--- config.mk ---
export PLATFORM = sky130hd
export DESIGN_NAME = i2c_status_flags
export DESIGN_NICKNAME = d
export VERILOG_FILES = /design/src/rtl/i2c_stat_pkg.sv /design/src/rtl/i2c_stat_ctrl.sv /design/src/rtl/i2c_stat_dp.sv /design/src/rtl/i2c_status_flags.sv
export SDC_FILE = /design/constraint.sdc
export NUM_CORES = 1
export LEC_CHECK = 0
export CAP_MARGIN = 20
export CORE_MARGIN = 2
export CORE_UTILIZATION = 33
export DETAILED_ROUTE_END_ITERATION = 16
export PLACE_DENSITY_LB_ADDON = 0.08
export REMOVE_ABC_BUFFERS = 1
export SLEW_MARGIN = 5
export SYNTH_ARGS = -nofsm -noshare
export SYNTH_HDL_FRONTEND = slang
export SYNTH_SLANG_ARGS = --single-unit
--- constraint.sdc ---
create_clock -name clk -period 1.65 [get_ports clk]
set_clock_uncertainty 0.05 [all_clocks]
set_input_delay 0.165 -clock clk [delete_from_list [all_inputs] [get_ports clk]]
set_output_delay 0.165 -clock clk [all_outputs]
set_load 0.1 [all_outputs]
--- src/rtl/i2c_stat_pkg.sv ---
package i2c_stat_pkg;
  localparam int STAT_W  = 8;
  localparam int BIT_EVF = 7;
  localparam int BIT_A10 = 6;
  localparam int BIT_TRA = 5;
  localparam int BIT_BSY = 4;
  localparam int BIT_BTF = 3;
  localparam int BIT_ADS = 2;
  localparam int BIT_MST = 1;
  localparam int BIT_SB  = 0;

  typedef struct packed {
    logic clrSb;
    logic clrHdr;
    logic clrBtf;
    logic clrAdsl;
    logic dataWr;
  } ctrlStrb_t;
endpackage

--- src/rtl/i2c_stat_ctrl.sv ---
module i2c_stat_ctrl
  import i2c_stat_pkg::*;
(
  input  logic      clk,
  input  logic      rstN,
  input  logic      enable,
  input  logic      regSel,
  input  logic      regRd,
  input  logic      regWr,
  input  logic      traNow,
  output ctrlStrb_t strb
);
  logic armed;
  logic statusRd;
  logic dataRdSeq;
  logic dataWrSeq;

  assign statusRd  = regRd & ~regSel;
  assign dataRdSeq = armed & regRd & regSel;
  assign dataWrSeq = armed & regWr & regSel;

  // one-shot sequence latch: armed by a status read, dropped by any other access
  always_ff @(posedge clk) begin
    if (!rstN)                 armed <= 1'b0;
    else if (!enable)          armed <= 1'b0;
    else if (statusRd)         armed <= 1'b1;
    else if (regRd || regWr)   armed <= 1'b0;
  end

  always_comb begin
    strb.clrSb   = dataWrSeq;
    strb.clrHdr  = dataWrSeq;
    strb.clrBtf  = traNow ? dataWrSeq : dataRdSeq;
    strb.clrAdsl = statusRd;
    strb.dataWr  = regWr & regSel;
  end

  // a data access consumes the latch
  p_seq_once_r10: assert property (@(posedge clk) disable iff (!rstN)
    (armed && regSel && (regRd || regWr)) |=> !armed);
endmodule

--- src/rtl/i2c_stat_dp.sv ---
module i2c_stat_dp
  import i2c_stat_pkg::*;
#(
  parameter int DATA_W = 8
) (
  input  logic              clk,
  input  logic              rstN,
  input  logic              enable,
  input  logic              ackEn,
  input  logic              xferTx,
  input  logic              evStartDet,
  input  logic              evStopDet,
  input  logic              evStartGen,
  input  logic              evHeaderSent,
  input  logic              evAddrMatch,
  input  logic              evAckDone,
  input  logic              evArbLost,
  input  logic              evDmaDone,
  input  ctrlStrb_t         strb,
  input  logic [DATA_W-1:0] wrData,
  output logic [STAT_W-1:0] statusVec,
  output logic [DATA_W-1:0] txData
);
  logic sb, hdr, tra, busy, btf, adsl, mst;
  logic btfSet, btfClr;

  assign btfSet = evAckDone & (xferTx | ackEn);
  assign btfClr = strb.clrBtf | evDmaDone;

  // bus busy follows the monitor regardless of enable
  always_ff @(posedge clk) begin
    if (!rstN)           busy <= 1'b0;
    else if (evStartDet) busy <= 1'b1;
    else if (evStopDet)  busy <= 1'b0;
  end

  always_ff @(posedge clk) begin
    if (!rstN || !enable) begin
      sb <= 1'b0; hdr <= 1'b0; tra <= 1'b0;
      btf <= 1'b0; adsl <= 1'b0; mst <= 1'b0;
    end else begin
      if (evStartGen)       sb <= 1'b1;
      else if (strb.clrSb)  sb <= 1'b0;

      if (evHeaderSent)                   hdr <= 1'b1;
      else if (strb.clrHdr || evStopDet)  hdr <= 1'b0;

      if (btfSet)       btf <= 1'b1;
      else if (btfClr)  btf <= 1'b0;

      if (btfSet)                                  tra <= xferTx;
      else if (btfClr || evStopDet || evArbLost)   tra <= 1'b0;

      if (evAddrMatch)        adsl <= 1'b1;
      else if (strb.clrAdsl)  adsl <= 1'b0;

      if (evStartGen)                   mst <= 1'b1;
      else if (evStopDet || evArbLost)  mst <= 1'b0;
    end
  end

  always_ff @(posedge clk) begin
    if (!rstN)            txData <= '0;
    else if (strb.dataWr) txData <= wrData;
  end

  always_comb begin
    statusVec          = '0;
    statusVec[BIT_A10] = hdr;
    statusVec[BIT_TRA] = tra;
    statusVec[BIT_BSY] = busy;
    statusVec[BIT_BTF] = btf;
    statusVec[BIT_ADS] = adsl;
    statusVec[BIT_MST] = mst;
    statusVec[BIT_SB]  = sb;
    statusVec[BIT_EVF] = hdr | btf | adsl | sb;
  end

  // disable wipes everything but busy
  p_disable_clear_r12: assert property (@(posedge clk) disable iff (!rstN)
    !enable |=> ((statusVec & 8'hEF) == 8'h00));
  // start flag survives without the acknowledge sequence
  p_sb_hold_r3: assert property (@(posedge clk) disable iff (!rstN)
    (sb && enable && !strb.clrSb) |=> sb);
  // direction never outlives byte-finished
  p_tra_btf_r6: assert property (@(posedge clk) disable iff (!rstN)
    tra |-> btf);
  // stop drops busy
  p_busy_stop_r8: assert property (@(posedge clk) disable iff (!rstN)
    (evStopDet && !evStartDet) |=> !busy);
  // status read clears address match
  p_adsl_clr_r9: assert property (@(posedge clk) disable iff (!rstN)
    (enable && strb.clrAdsl && !evAddrMatch) |=> !adsl);
endmodule

--- src/rtl/i2c_status_flags.sv ---
module i2c_status_flags
  import i2c_stat_pkg::*;
#(
  parameter int DATA_W = 8
) (
  input  logic              clk,
  input  logic              rstN,
  input  logic              enable,
  input  logic              irqEn,
  input  logic              ackEn,
  input  logic              xferTx,
  input  logic              evStartDet,
  input  logic              evStopDet,
  input  logic              evStartGen,
  input  logic              evHeaderSent,
  input  logic              evAddrMatch,
  input  logic              evAckDone,
  input  logic              evArbLost,
  input  logic              evDmaDone,
  input  logic              regSel,
  input  logic              regRd,
  input  logic              regWr,
  input  logic [DATA_W-1:0] wrData,
  input  logic [DATA_W-1:0] rxByte,
  output logic [DATA_W-1:0] rdData,
  output logic [DATA_W-1:0] txData,
  output logic [STAT_W-1:0] status,
  output logic              irq,
  output logic              sclHold
);
  ctrlStrb_t strb;
  logic [STAT_W-1:0] statusVec;

  i2c_stat_ctrl u_ctrl (
    .clk(clk), .rstN(rstN), .enable(enable),
    .regSel(regSel), .regRd(regRd), .regWr(regWr),
    .traNow(statusVec[BIT_TRA]), .strb(strb)
  );

  i2c_stat_dp #(.DATA_W(DATA_W)) u_dp (
    .clk(clk), .rstN(rstN), .enable(enable), .ackEn(ackEn), .xferTx(xferTx),
    .evStartDet(evStartDet), .evStopDet(evStopDet), .evStartGen(evStartGen),
    .evHeaderSent(evHeaderSent), .evAddrMatch(evAddrMatch), .evAckDone(evAckDone),
    .evArbLost(evArbLost), .evDmaDone(evDmaDone), .strb(strb), .wrData(wrData),
    .statusVec(statusVec), .txData(txData)
  );

  assign status  = statusVec;
  assign rdData  = regSel ? rxByte : DATA_W'(statusVec);
  assign irq     = irqEn & statusVec[BIT_EVF];
  assign sclHold = statusVec[BIT_SB] | statusVec[BIT_BTF] | statusVec[BIT_ADS];

  // no stretch request without a pending event
  p_hold_evf_r11: assert property (@(posedge clk) disable iff (!rstN)
    sclHold |-> status[BIT_EVF]);
endmodule

==> out/results.ini, run 1 <==
[run]
maxCapViolations=0

[global_route]
grt_pass1_vias=851
groute.usage.overall=0.1924
grt_pass1_wl_mm=3.788
grt_overflow_total=0
grt_antenna_before_repair=0
grt_start_max_net_pins=13

[timing]
timing.final.hold_violations=0
fmax_mhz=516.9
fin_crit_sh=1.172
drv_slew=0
fin_crit_ps=1935
rsz0062_at_grt=true
report.final.setup_viol=3
worst_pin_slew_ps=268.1
setup_slack_ps=-284.6
setup_tns_ps=-771.6
slew_headroom=0.8208

[detailed_routing]
routed_via_density=4.878
drt-total-wl_mm=2.528
dr.pass1.iters=4
dr.first_iter.drc_count=16
drc=0
vias=883
ant_nets=0
wl_per_cell_um=13.97

[power]
power_leakage_nw=0.7008
vdd_drop_max_mv=0.8438
power_density_nw_per_um2=784.5

[logic_synthesis]
async_flop_share=0
yosys_warnings=0
yosysSeqAreaShare=0.4096
synth_area_leaders=dfxtp_1 41%, mux2_2 13%, a21boi_0 7.7%, buf_4 6.7%, nand3_1 6.4%
yosysUniqueCellTypes=21
synthCells=90
ys_top_cells_by_count=16 x dfxtp_1, 13 x nand2_1, 10 x nand3_1
synth_most_common_cell=dfxtp_1
synth_flop_cell=dfxtp_1
synth_area_um2=782.0
synth_top_area_frac=0.4096
syn_avg_cell_area_um2=8.689
ys_ff_latch=16
yosysTopAreaCell=dfxtp_1
synth-edff-count=0

[placed_design]
pre_cts_ws_ps=2.587
dp_hpwl_mm=1.986
numPortBuffers=58
placedCellCount=173
place.gp.congestion=0.7181

[worst_setup_path]
critical_path_arrival_ps=1720
crit_required_ps=1430
worst_setup_path_start_kind=register
r2r-end=u_dp.btf
crit_slowest_cell=or3_4
cp_max_fo=3
critical_path.max_stage_delay_ps=380
end_kind=output port
crit-reg2reg-launch=u_dp.tra
rrSetupSlack_ps=360
crit_type=register to output port
rr_worst_depth=3
crit_chain=or3_4, or2_4, mux2_4, buf_12

[final_layout]
num_antenna_cells=0
multi_input_area_um2=394.1
fillCellCount=152
drive_gt1_frac=0.3725
synthToLayoutAreaGrowth_pct=120.8
layout.nets=187
final_cells=181
area.sequential_um2=322.8

[clock_network]
clk-insertion-delay-late_ps=290
clk_pin_slew_ps=90
numCtsBuffers=3
ctsLongestPathBuffers=2
tritoncts=done
cts.htree.levels=1
cts.sinks=16
cts-root-buf=clkbuf_4

[hold_path]
holdPathStages=3
holdPathEnd=u_dp.txData[3]
hold_start=wrData[3]
hold_class=primary input to register

[outcome]
failed_checks=negative setup slack
status=finished with violations

[floorplanning]
die_y_um=52.68
initial_core_util=0.3501
num_rows=17
die_x_um=52.68
pin_count=59
dieArea_um2=2775
core_area_um2=2233

-- critical path: cells and delay by family (launching register included) --
family / cells / cell delay [ps]
flip-flops: 1 / 330
buffers and inverters: 1 / 170
AND/OR/NAND/NOR: 2 / 630
multiplexers: 1 / 290
-- kinds of logic after synthesis --
logic type | Yosys count | synth area share
compound gates | 18 | 0.1504
simple gates | 35 | 0.2176
flops | 16 | 0.4096
buf+inv | 12 | 0.09279
mux | 9 | 0.1296
-- registers in the layout, indices dropped and copies added (netlist names) --
| signal | cells |
|---|---|
| u_dp.mst | 1 |
| u_dp.sb | 1 |
| u_dp.btf | 1 |
| u_dp.busy | 1 |
| u_dp.adsl | 1 |
| u_dp.hdr | 1 |
| u_ctrl.armed | 1 |
| u_dp.tra | 1 |
| u_dp.txData | 8 |
-- worst max path at each step --
stage	startpoint	endpoint	slack [ps]
floorplan	u_dp.sb	rdData[7]	-950
global placement	u_dp.sb	rdData[7]	40
detailed placement	u_dp.sb	rdData[7]	3
CTS	u_dp.adsl	rdData[7]	-300
global route	u_dp.adsl	rdData[7]	-320
finish	u_dp.adsl	rdData[7]	-280
-- per-stage QoR --
step | util | power [mW] | hold WS [ps] | area (um2)
6_report | 0.7731 | 1.355 | 387.6 | 1727
5_1_grt | 0.7731 | 1.404 | 398.4 | 1727
4_1_cts | 0.7731 | 1.362 | 388.2 | 1727
3_5_place_dp | 0.7384 | 1.080 | 424.8 | 1649
3_3_place_gp | 0.7384 | 1.072 | 414.7 | 1649
2_1_floorplan | - | 0.7777 | 232.4 | 713.2
-- report_power, final --
part           switching, mW  internal [mW]
sequential            0.0180          0.404
combinational          0.389          0.284
clock                  0.125          0.135
-- metal layers --
metal  global-route usage  share of wire
met1               0.2180           0.37
met2               0.3292           0.53
met3              0.05429          0.068
met4              0.08974          0.029
met5                    0              0
-- what timing repair did --
| item | in CTS | in global routing |
|---|---|---|
| endpoints found under the setup margin | 3 | 3 |
| gates resized for setup | 5 | 1 |
| pin swaps | 3 | 1 |
| hold buffers | 0 | 0 |
| setup buffers | 4 | 1 |
-- layout make-up --
class                           count  area share
Timing Repair Buffer               70      0.5413
Multi-Input combinational cell     62      0.2283
Sequential cell                    16      0.1870
Clock buffer                        4     0.02101
Tap cell                           28     0.02029
Inverter                            1    0.002174
-- cell usage in the layout, fill, tap and decap left out, drive strengths merged --
| cell type | instances |
|---|---|
| a21boi | 8 |
| a21oi | 5 |
| a31o | 1 |
| a31oi | 1 |
| and2 | 1 |
| buf | 38 |
| clkbuf | 4 |
| clkdlybuf4s50 | 32 |
| dfxtp | 16 |
| inv | 1 |
| mux2 | 9 |
| nand2 | 13 |
| nand2b | 1 |
| nand3 | 10 |
| nand4b | 1 |
| nor2 | 6 |
| nor2b | 1 |
| o21ai | 1 |
| o22ai | 2 |
| or2 | 1 |
| or3 | 1 |
Power figures use the tool's default switching activity.
==> inputs of run 2 (changes only) <==
- GPL_ROUTABILITY_DRIVEN: not set -> 0
==> results of run 2 <==
Same layout as run 1: the final DEF is identical, and so are final timing and power.
==> inputs of run 3 (changes only) <==
- GPL_TIMING_DRIVEN: not set -> 0
==> run 3 against run 2 <==
Compared with the run above: the flow still finishes with violations (negative setup slack); first-iteration DRC count shrank 13%; routed wire length fell by 14%; total power decreased by 12%; sequential share of layout area rose by 4.5 points; largest power group unchanged; fmax grew 2.1%; combinational power down 21%; highest routed layer unchanged; worst hold slack got worse by 82 ps; global-route usage fell by 3.0 points; sequential cell count unchanged; via count fell by 8.0%; critical path type unchanged.
==> out/results.ini, run 3 (synthesis results as in run 1) <==
[placed_design]
dp_hpwl_mm=1.658  ; -16%
placedCellCount=165  ; -4.6%
numPortBuffers=58  ; unchanged
dpl-instance-area_um2=1329  ; -19%

[worst_setup_path]
rrSetupSlack_ps=380  ; +20 ps
r2r-end=u_dp.btf
worst_setup_path_start_kind=register
cp_max_fo=3  ; unchanged
crit_required_ps=1430  ; about the same
end_kind=output port
crit_type=register to output port
crit-reg2reg-launch=u_dp.tra
cp.depth=4  ; unchanged
crit_chain=or3_4, or2_4, mux2_4, buf_12
crit_slowest_cell=or3_4
path_buf_inv=1  ; unchanged
critical_path.max_stage_delay_ps=380  ; about the same
critical_path_arrival_ps=1680  ; -40 ps
rr_worst_depth=3  ; unchanged
cp_top_family=simple AND/OR/NAND/NOR gates

[power]
p_switching_mw=0.4944  ; -7.0%
pwr-share-seq=0.346  ; +0.034
p_int_mw=0.7034  ; -15%
sw_frac_of_total=0.4128  ; +0.02018
power_density_nw_per_um2=855.5  ; +9.0%
power_mw=1.198  ; -12%
power_leakage_nw=0.5426  ; -23%
p_clk_frac=0.212  ; +0.020
vdd_drop_max_mv=0.5572  ; -34%
pwr-share-comb=0.441  ; -0.056

[hold_path]
holdPathStages=3  ; unchanged
hold_class=primary input to register
holdPathEnd=u_dp.txData[2]
hold_start=regSel

[detailed_routing]
dr.first_iter.drc_count=14  ; -2
vias=812  ; -8.0%
routed_via_density=4.749  ; -2.7%
ant_nets=0  ; unchanged
wl_per_cell_um=12.67  ; -9.3%
drt-total-wl_mm=2.167  ; -14%
drc=0  ; unchanged
dr.pass1.iters=4  ; unchanged

[clock_network]
ctsLongestPathBuffers=2  ; unchanged
tritoncts=done
clk_pin_slew_ps=90  ; about the same
cts-root-buf=clkbuf_4
clk-insertion-delay-late_ps=280  ; about the same
cts_hold_buf=0  ; unchanged
cts.sinks=16  ; unchanged
cts.htree.levels=1  ; unchanged
numCtsBuffers=3  ; unchanged

[global_route]
use_met2=0.3000  ; -0.02917
grt-busiest-layer=met2
use_met3=0.04286  ; -0.01143
grt_pass1_wl_mm=3.346  ; -12%
grt_start_max_net_pins=21  ; +8
grt_pass1_vias=791  ; -7.1%
grt_overflow_total=0  ; unchanged
grt_antenna_before_repair=0  ; unchanged
groute.usage.overall=0.1622  ; -0.03017
use_met1=0.1818  ; -0.03617

[final_layout]
regMostFlops=u_dp.txData
post-route-util=0.6269  ; -0.1462
largest_reg_flops=8  ; unchanged
final_cell_mix=31 x clkdlybuf4s50_1, 18 x clkdlybuf4s15_2, 13 x nand2_1, 13 x dfxtp_1, 10 x nand3_1
synthToLayoutAreaGrowth_pct=79.04
final_cells=171  ; -5.5%
final_common_cell=clkdlybuf4s50_1
layout.nets=177  ; -5.3%
drive_gt1_frac=0.3427  ; -0.02989
num_antenna_cells=0  ; unchanged
stdcell_area_um2=1400  ; -19%

[timing]
fin_crit_sh=1.149  ; -0.02385
worst_pin_slew_ps=554.8  ; +286.7 ps
rsz0062_at_grt=true
drv_slew=0  ; unchanged
fin_crit_ps=1895  ; -39.35 ps
report.final.setup_viol=3  ; unchanged
fmax_mhz=527.6  ; +2.1%
setup_slack_ps=-245.2  ; +39.35 ps
timing.final.hold_violations=0  ; unchanged
slew_headroom=0.6319  ; -0.1889

[floorplanning]
core_area_um2=2233  ; unchanged
pin_count=59  ; unchanged
die_x_um=52.68  ; unchanged
initial_core_util=0.3501  ; unchanged
dieArea_um2=2775  ; unchanged
die_y_um=52.68  ; unchanged
num_rows=17  ; unchanged

[outcome]
failed_checks=negative setup slack
status=finished with violations

[run]
maxCapViolations=0  ; unchanged

run 3: cell count changes in the layout (fill, tap and decap cells not counted), sizes merged:
| cell | previous run | this run |
|---|---|---|
| buf | 38 | 9 |
| clkdlybuf4s50 | 32 | 31 |
| clkdlybuf4s18 | 0 | 1 |
| clkbuf | 4 | 5 |
| clkdlybuf4s15 | 0 | 18 |
run 3: power groups by stage:
stage	registers (mW)	logic, mW	clock network, mW
finish	0.415	0.529	0.254
global route	0.418	0.548	0.283
CTS	0.415	0.534	0.261
detailed placement	0.425	0.529	0
global placement	0.424	0.525	0
floorplan	0.543	0.235	0
run 3: worst reg2reg max path: stages, from the launching register on:
cell and delay, ps:
dfxtp_1 400, mux2_2 350, a31o_2 250, o22ai_1 140
run 3: routing by layer:
layer | wire [um] | vias up | part of all wire
li1 | - | 410 | -
met1 | 932 | 369 | 0.43
met2 | 1089 | 31 | 0.50
met3 | 132 | 2 | 0.061
met4 | 13 | 0 | 0.0060
met5 | 0 | - | 0
run 3: stage by stage:
stage	setup TNS (ps)	hold slack [ps]	setup slack, ps
after CTS	-817.0	310.7	-255.8
after floorplan	-3880	232.4	-947.5
after global placement	-13870	402.3	-1159
final	-492.6	305.3	-245.2
after global routing	-632.0	313.5	-288.8
after detailed placement	-14400	408.5	-1181
run 3: cell type report:
type                            count  area (um2)
Fill cell                         210       833.3
Timing Repair Buffer               60       608.1
Multi-Input combinational cell     62       392.9
Sequential cell                    16       324.1
Clock buffer                        4       36.28
Tap cell                           28       35.03
Inverter                            1       3.754
run 3: worst max-delay path by stage:
stage	start	endpoint	slack, ps
final	u_dp.sb	rdData[7]	-250
after global routing	u_dp.sb	rdData[7]	-290
after CTS	u_dp.sb	rdData[7]	-260
after detailed placement	regSel	rdData[0]	-1180
after global placement	regSel	rdData[2]	-1160
after floorplan	u_dp.sb	rdData[7]	-950
run 3: timing repair:
item,CTS,global route
buffers inserted,2,0
setup endpoints to repair,34,8
pin swaps,0,0
resized for setup,100,8
